[config.mk]
export PLATFORM = sky130hd
export DESIGN_NAME = stream_descrambler
export DESIGN_NICKNAME = d
export VERILOG_FILES = /design/src/rtl/sdscr_pkg.sv /design/src/rtl/sdscr_keygen.sv /design/src/rtl/sdscr_idlemon.sv /design/src/rtl/sdscr_holdtmr.sv /design/src/rtl/stream_descrambler.sv
export SDC_FILE = /design/constraint.sdc
export NUM_CORES = 1
export LEC_CHECK = 0
export ABC_AREA = 1
export CAP_MARGIN = 40
export CORE_MARGIN = 2
export CORE_UTILIZATION = 31
export DETAILED_ROUTE_END_ITERATION = 6
export MAX_ROUTING_LAYER = met4
export SLEW_MARGIN = 30
export SYNTH_ARGS = -nofsm -noshare
export SYNTH_HDL_FRONTEND = slang
export SYNTH_SLANG_ARGS = --single-unit
[constraint.sdc]
create_clock -name clk -period 4.3 [get_ports clk]
set_input_delay 0.645 -clock clk [delete_from_list [all_inputs] [get_ports clk]]
set_output_delay 0.645 -clock clk [all_outputs]
set_load 0.005 [all_outputs]
[src/rtl/sdscr_pkg.sv]
package sdscr_pkg;

   typedef enum logic [1:0] {
      SD_FILL = 2'd0,
      SD_HUNT = 2'd1,
      SD_LOCK = 2'd2
   } sd_state_e;

endpackage

[src/rtl/sdscr_keygen.sv]
// Keystream register: seeded from inverted received bits while hunting,
// free-running on its own recurrence while locked.
module sdscr_keygen #(
   parameter int unsigned LEN = 11,
   parameter int unsigned TAP = 9
) (
   input  logic clk,
   input  logic rst_n,
   input  logic clear,
   input  logic step,
   input  logic seed_mode,
   input  logic rx_bit,
   output logic key_bit,
   output logic match
);

   logic [LEN-1:0] st;

   // st[0] is the newest keystream bit, st[LEN-1] the oldest
   assign key_bit = st[LEN-1] ^ st[TAP-1];
   assign match   = (~rx_bit) == key_bit;

   always_ff @(posedge clk) begin
      if (!rst_n) begin
         st <= '0;
      end else if (clear) begin
         st <= '0;
      end else if (step) begin
         st <= {st[LEN-2:0], (seed_mode ? ~rx_bit : key_bit)};
      end
   end

endmodule

[src/rtl/sdscr_idlemon.sv]
// Counts consecutive descrambled ones; flags each complete run of RUN_BITS.
module sdscr_idlemon #(
   parameter int unsigned RUN_BITS = 80
) (
   input  logic clk,
   input  logic rst_n,
   input  logic enable,
   input  logic step,
   input  logic dbit,
   output logic hit
);

   localparam int unsigned W = $clog2(RUN_BITS + 1);

   logic [W-1:0] run;

   assign hit = enable & step & dbit & (run == W'(RUN_BITS - 1));

   always_ff @(posedge clk) begin
      if (!rst_n) begin
         run <= '0;
      end else if (!enable) begin
         run <= '0;
      end else if (step) begin
         run <= (!dbit || hit) ? '0 : run + W'(1);
      end
   end

endmodule

[src/rtl/sdscr_holdtmr.sv]
// Lock supervision countdown; re-arm wins over expiry on the same edge.
module sdscr_holdtmr #(
   parameter int unsigned HOLD = 90250
) (
   input  logic clk,
   input  logic rst_n,
   input  logic start,
   input  logic active,
   input  logic rearm,
   output logic expire
);

   localparam int unsigned W = $clog2(HOLD + 1);

   logic [W-1:0] cnt;

   assign expire = active & ~rearm & (cnt == W'(1));

   always_ff @(posedge clk) begin
      if (!rst_n) begin
         cnt <= '0;
      end else if (start) begin
         cnt <= W'(HOLD);
      end else if (active) begin
         if (rearm)
            cnt <= W'(HOLD);
         else if (cnt != '0)
            cnt <= cnt - W'(1);
      end else begin
         cnt <= '0;
      end
   end

endmodule

[src/rtl/stream_descrambler.sv]
module stream_descrambler
   import sdscr_pkg::*;
#(
   parameter int unsigned LFSR_LEN  = 11,
   parameter int unsigned LFSR_TAP  = 9,
   parameter int unsigned IDLE_RUN  = 40,
   parameter int unsigned HOLD_CYC  = 90250,
   parameter int unsigned IDLE_SYMS = 16,
   parameter int unsigned SYM_BITS  = 5,
   parameter bit          OUT_REG   = 1'b1
) (
   input  logic clk,
   input  logic rst_n,
   input  logic rx_bit,
   input  logic rx_vld,
   output logic dout,
   output logic dout_vld,
   output logic locked,
   output logic sync_lost
);

   localparam int unsigned FW       = $clog2(LFSR_LEN + 1);
   localparam int unsigned RW       = $clog2(IDLE_RUN + 1);
   localparam int unsigned REARM_RUN = IDLE_SYMS * SYM_BITS;

   // elaboration-time parameter checks
   if (LFSR_TAP == 0 || LFSR_TAP >= LFSR_LEN) begin : g_bad_tap
      $error("LFSR_TAP must lie in 1..LFSR_LEN-1");
   end
   if (IDLE_RUN < 1) begin : g_bad_run
      $error("IDLE_RUN must be at least 1");
   end
   if (HOLD_CYC <= REARM_RUN) begin : g_bad_hold
      $error("HOLD_CYC must exceed the re-arm run length");
   end

   sd_state_e      state;
   logic [FW-1:0]  fill_cnt;
   logic [RW-1:0]  run_cnt;
   logic           key_bit;
   logic           match;
   logic           dbit;
   logic           lock_now;
   logic           idle_hit;
   logic           expire;
   logic           in_lock;

   assign in_lock  = (state == SD_LOCK);
   assign dbit     = rx_bit ^ key_bit;
   assign lock_now = (state == SD_HUNT) && rx_vld && match &&
                     (run_cnt == RW'(IDLE_RUN - 1));

   sdscr_keygen #(.LEN(LFSR_LEN), .TAP(LFSR_TAP)) u_keygen (
      .clk       (clk),
      .rst_n     (rst_n),
      .clear     (expire),
      .step      (rx_vld),
      .seed_mode (!in_lock),
      .rx_bit    (rx_bit),
      .key_bit   (key_bit),
      .match     (match)
   );

   sdscr_idlemon #(.RUN_BITS(REARM_RUN)) u_idlemon (
      .clk    (clk),
      .rst_n  (rst_n),
      .enable (in_lock),
      .step   (rx_vld),
      .dbit   (dbit),
      .hit    (idle_hit)
   );

   sdscr_holdtmr #(.HOLD(HOLD_CYC)) u_holdtmr (
      .clk    (clk),
      .rst_n  (rst_n),
      .start  (lock_now),
      .active (in_lock),
      .rearm  (idle_hit),
      .expire (expire)
   );

   always_ff @(posedge clk) begin
      if (!rst_n) begin
         state     <= SD_FILL;
         fill_cnt  <= '0;
         run_cnt   <= '0;
         sync_lost <= 1'b0;
      end else begin
         sync_lost <= expire;
         case (state)
            SD_FILL: begin
               if (rx_vld) begin
                  if (fill_cnt == FW'(LFSR_LEN - 1)) begin
                     state    <= SD_HUNT;
                     fill_cnt <= '0;
                  end else begin
                     fill_cnt <= fill_cnt + FW'(1);
                  end
               end
            end
            SD_HUNT: begin
               if (rx_vld) begin
                  if (!match) begin
                     run_cnt <= '0;
                  end else if (lock_now) begin
                     state   <= SD_LOCK;
                     run_cnt <= '0;
                  end else begin
                     run_cnt <= run_cnt + RW'(1);
                  end
               end
            end
            SD_LOCK: begin
               if (expire) begin
                  state    <= SD_FILL;
                  fill_cnt <= '0;
                  run_cnt  <= '0;
               end
            end
            default: state <= SD_FILL;
         endcase
      end
   end

   assign locked = in_lock;

   if (OUT_REG) begin : g_out_reg
      always_ff @(posedge clk) begin
         if (!rst_n) begin
            dout     <= 1'b0;
            dout_vld <= 1'b0;
         end else begin
            dout_vld <= rx_vld & in_lock;
            if (rx_vld & in_lock)
               dout <= dbit;
         end
      end
   end else begin : g_out_comb
      assign dout     = dbit & in_lock;
      assign dout_vld = rx_vld & in_lock;
   end

endmodule

After elaboration in Yosys (flattened, before gate mapping)
Cells that the tools add are included.
{"block": "totals", "register_bits": 50, "output_inout_bits": 4}
{"block": "op_classes", "n_addsub": 4, "bitwise": 11, "n_eq_ne": 14, "reduce_logical": 15, "mux": 22}
{"op": "$mux 17", "count": 4}
{"op": "$mux 6", "count": 4}
{"op": "$eq 17x1->1 const B", "count": 1}
{"op": "$reduce_bool 17->1", "count": 1}
{"op": "$sub 17x1->17 const B", "count": 1}
{"op": "$mux 2", "count": 6}
{"op": "$mux 4", "count": 3}
{"op": "$ne 2x2->1 const B", "count": 6}
{"op": "$pmux 6 s2", "count": 1}
{"op": "$pmux 4 s2", "count": 1}
{"op": "$add 7x1->7 const B", "count": 1}
{"op": "$eq 7x7->1 const B", "count": 1}
{"op": "$mux 7", "count": 1}
{"op": "$add 6x1->6 const B", "count": 1}
{"op": "$eq 6x6->1 const B", "count": 1}
{"op": "$pmux 2 s3", "count": 1}
{"op": "$reduce_and 3->1", "count": 2}
{"op": "$reduce_and 6->1", "count": 1}
{"op": "$and 1x1->1", "count": 5}
{"op": "$add 4x1->4 const B", "count": 1}
{"op": "$eq 4x4->1 const B", "count": 1}
{"op": "$ne 4x2->1 const B", "count": 1}
{"op": "$not 1->1", "count": 4}
{"op": "$reduce_bool 2->1", "count": 2}
{"op": "other kinds (12)", "count": 15}

Longest topological paths before layout
{"block": "depth", "depth_word": 9, "ltp_mapped": 11, "depth_no_buf": 11}

Modules after synthesis
Synthesis repeated with hierarchy kept, for this count alone.
{"block": "unflattened", "hier_cells": 377, "area_unflattened_um2": 2723.9}
{"module": "sdscr_holdtmr", "area_per_inst_um2": 1034.7, "n_inst": 1, "seq_area_each_um2": 340.3, "cells_each": 148}
{"module": "stream_descrambler", "area_per_inst_um2": 813.3, "n_inst": 1, "seq_area_each_um2": 300.3, "cells_each": 122}
{"module": "sdscr_keygen", "area_per_inst_um2": 483.0, "n_inst": 1, "seq_area_each_um2": 220.2, "cells_each": 57}
{"module": "sdscr_idlemon", "area_per_inst_um2": 392.9, "n_inst": 1, "seq_area_each_um2": 140.1, "cells_each": 50}

Least setup slack after synthesis
No wires, ideal clock.
{"block": "synth_path", "kind": "input port to flip-flop", "start": "input rx_vld", "end": "register run_cnt[3]", "path_stages": 8, "n_path_buf": 1, "required_ns": 4.186, "arrival_ns": 1.547, "setup_slack_ns": 2.639, "path_cell_list": "buf_4 > inv_2 > nor2_4 > nand4_4 > nand2_4 > nand2_4 > a21oi_1 > nor2_1"}
{"block": "synth_between", "elab_chain_len": 8, "word_cells_on_any_way": 16}
{"element": "start: declaration", "line": "stream_descrambler.sv:15", "text": "input logic rx_vld,"}
{"element": "$and 1x1->1 (3 in series)", "line": "sdscr_idlemon.sv:17", "text": "assign hit = enable & step & dbit & (run == W'(RUN_BITS - 1));"}
{"element": "$not 1->1", "line": "sdscr_holdtmr.sv:17", "text": "assign expire = active & ~rearm & (cnt == W'(1));"}
{"element": "$and 1x1->1 (2 in series)", "line": "sdscr_holdtmr.sv:17"}
{"element": "$ne 2x2->1 (no source line)"}
{"element": "$reduce_and 3->1 (no source line)"}
{"element": "end signal: assignment", "line": "stream_descrambler.sv:109", "text": "run_cnt <= run_cnt + RW'(1);"}
{"element": "end: declaration", "line": "stream_descrambler.sv:39", "text": "logic [RW-1:0] run_cnt;"}
Parallel ways exist; a longest one is shown, timed or not. The select of a mux whose other input is x is not followed.
A chain may end at the register's enable or synchronous reset.

Worst setup path after layout
{"block": "layout_path", "start": "register state[1]", "end": "output locked"}
{"block": "layout_between", "elab_chain_len": 1}
{"element": "start: declaration", "line": "stream_descrambler.sv:37", "text": "sd_state_e state;"}
{"element": "start signal: assignment", "line": "stream_descrambler.sv:84", "text": "state <= SD_FILL;"}
{"element": "start signal: assignment", "line": "stream_descrambler.sv:94", "text": "state <= SD_HUNT;"}
{"element": "start signal: assignment", "line": "stream_descrambler.sv:106", "text": "state <= SD_LOCK;"}
{"element": "$eq 2x2->1", "line": "stream_descrambler.sv:48", "text": "assign in_lock = (state == SD_LOCK);"}
{"element": "end: declaration", "line": "stream_descrambler.sv:18", "text": "output logic locked,"}
No other way between the ends.

==> flow_summary.yaml <==
run_status:
  status: "finished, final reports clean"
floorplan:
  design.core.area_sq_mm: 0.00822
  die_w_um: 96.3
  die_y_um: 96.3
  initial_core_util_pct: 32.1
  dieArea_sq_mm: 0.00927
  num_io_pins: 8
  row_count: 33
cells_and_area:
  diodes: 0
  layout_common_cells: "nand2_1, nor2_1, dfxtp_1"
  utilization_pct: 35.4
  final_common_cell: "nand2_1"
  fin_cells: 474
  fin_nets: 378
  post-route-cell-area_sq_mm: 0.00291
  layout-drive-gt1-share_pct: 14.6
  syn2layout_area_growth_pct: 10.2
  nFillCells: 852
clock_network:
  cts_hold_buffers: 0
  path_clk_slew_ns: 0.09
  cts_tree: "built"
  clk_latency_ns: 0.30
  h-tree-depth: 2
  cts.path.max_buffers: 2
  post_cts_resized: 0
  cts-root-buf: "clkbuf_8"
  cts_inserted_buffers: 5
  cts_sinks: 50
  postCtsSetupRepairBufs: 0
global_route:
  grt_usage_pct: 12.8
  antenna_found_initial: 0
  grt_start_max_net_pins: 20
  grt_pass1_vias: 1946
  overflow: 0
  grt_pass1_wl_um: 9200
setup_path:
  cp_slowest_cell: "clkdlybuf4s50_1"
  cpPeakStageDelay_ns: 0.57
  end_kind: "output pin"
  path_cells: "nand2_1, inv_1, clkdlybuf4s50_1"
  critPathTopFamily: "buffers and inverters"
  critPathKind: "flip-flop to output pin"
  arrival_ns: 1.90
  cp-start-kind: "flip-flop"
  cp_num_buf_inv: 2
  worstPathMaxFanout: 14
  required_ns: 3.65
synth:
  synth_top_family_by_area: "simple AND/OR/NAND/NOR gates"
  synth_edf_count: 0
  synth_cell_types: 33
  synth_compound_area_share_pct: 9.96
  yosys_most_used_dff: "dfxtp_1"
  synth_largest_area_cell: "dfxtp_1"
  netlist_area_sq_mm: 0.00264
  netlist_instances: 361
  async_reset_ff_share_pct: 0
  muxShareOfSynthArea_pct: 0
  ys_seq_area_share_pct: 37.9
  syn_area_per_cell_sq_um: 7.31
  synth_fa_ha_area_share_pct: 2.84
  synth_seq_cells: 50
  synth_nets: 371
  ys_top_cells_by_area: "dfxtp_1, nand2_1, nor2_1, nand3_1, a21oi_2"
  synth_xor_area_share_pct: 3.65
  yosys.area_share.simple_pct: 39.1
  ys_warn_count: 0
  yosys.area.top_type_share_pct: 37.9
timing:
  fin_skew_ns: 0.0160
  drv_slew: 0
  tightest_slew_ns: 0.570
  fin_crit_ns: 2.54
  fmax_mhz: 393
  setup_viol: 0
  rsz0062_at_grt: "false"
  slew_headroom_pct: 61.7
  tns_ns: 0
  post-route-period-util_pct: 59.2
  finalHoldViolations: 0
route:
  wl_per_cell_um: 11.0
  num_vias: 2163
  drt_wl_total_um: 5220
  dr.pass1.iters: 4
  drc: 0
  viasPerCell: 4.56
  dr.first_iter.drc_count: 56
  ant_nets: 0
place:
  post-place-cells: 466
  dp_hpwl_um: 3810
  port_buffers: 7
  placed_area_sq_mm: 0.00280
  place_congestion: 0.809
power:
  powerDensity_mw_per_mm2: 284
  power_w: 0.000824
  peakVddDrop_mv: 0.146
  p_leak_nw: 1.14
run:
  drv_cap: 0
worst_hold_path:
  hold_path_class: "flip-flop to flip-flop"
==> power by group <==
group | switching (W) | internal, W | total [W]
clock network | 0.000153 | 0.000174 | 0.000326
logic | 0.0000206 | 0.0000100 | 0.0000306
registers | 0.00000234 | 0.000465 | 0.000467
==> area by class of cell <==
cell class	count	area, sq um	share of cell area (%)
clock buffer	6	72.6	2.50
clock inverter	2	37.5	1.29
inverter	31	121	4.17
multi-input combinational	272	1470	50.4
sequential	50	1000	34.4
tap	105	131	4.52
timing repair buffer	8	77.6	2.67
==> flip-flops by register name, indices dropped and copies added (netlist names) <==
signal / cells
u_holdtmr.cnt: 17
u_keygen.st: 11
u_idlemon.run: 7
run_cnt: 6
fill_cnt: 4
state: 2
dout: 1
dout_vld: 1
sync_lost: 1
==> cells by family after synthesis <==
logic type,after synthesis
buf+inv,39
flops,50
compound gates,41
fa+ha+maj,6
xor+xnor,11
simple gates,214
==> worst reg2reg max path: stages, from the launching register on <==
cell,delay [ns]
dfxtp_1,0.34
inv_1,0.13
ha_1,0.22
nand3_2,0.16
nor2_2,0.25
nand3_1,0.30
nand3_1,0.17
xor2_1,0.18
nor2_2,0.04
==> cells in the mapped netlist (3+ instances only) <==
master	instances
nand2_1	87
nor2_1	55
dfxtp_1	50
inv_1	25
nand3_1	25
a21oi_1	19
a21oi_2	13
nor3_1	9
nand4_1	8
xor2_1	7
ha_1	6
nand2_2	5
nor2_2	5
nor2_4	5
o21ai_0	5
clkbuf_1	4
inv_2	4
xnor2_1	4
nand2_4	3
nand3_2	3
nand3b_1	3
==> path summary, 6_finish.rpt <==
| check | startpoint | end | slack, ns | depth (start not counted) |
|---|---|---|---|---|
| hold / removal | u_keygen.st[6] | u_keygen.st[6] | 0.47 | 2 |
| setup / recovery | state[1] | locked | 1.76 | 3 |
| setup reg to reg | u_holdtmr.cnt[0] | u_holdtmr.cnt[15] | 2.40 | 8 |
| hold reg to reg | u_keygen.st[6] | u_keygen.st[6] | 0.47 | 2 |
==> through the flow <==
| step | setup WS (ns) | hold WS, ns |
|---|---|---|
| 2_1_floorplan | 2.64 | 0.438 |
| 3_3_place_gp | 1.65 | 0.455 |
| 3_5_place_dp | 1.58 | 0.463 |
| 4_1_cts | 1.74 | 0.477 |
| 5_1_grt | 1.60 | 0.500 |
| 6_report | 1.76 | 0.474 |
==> layer usage <==
metal	global-route usage [%]	share of wire, %	vias up
li1	-	-	1183
met1	17.8	53	954
met2	18.6	43	18
met3	2.82	2.3	8
met4	3.57	1.1	0
met5	-	0	-
Note: power is estimated with default switching activity, not from simulation.
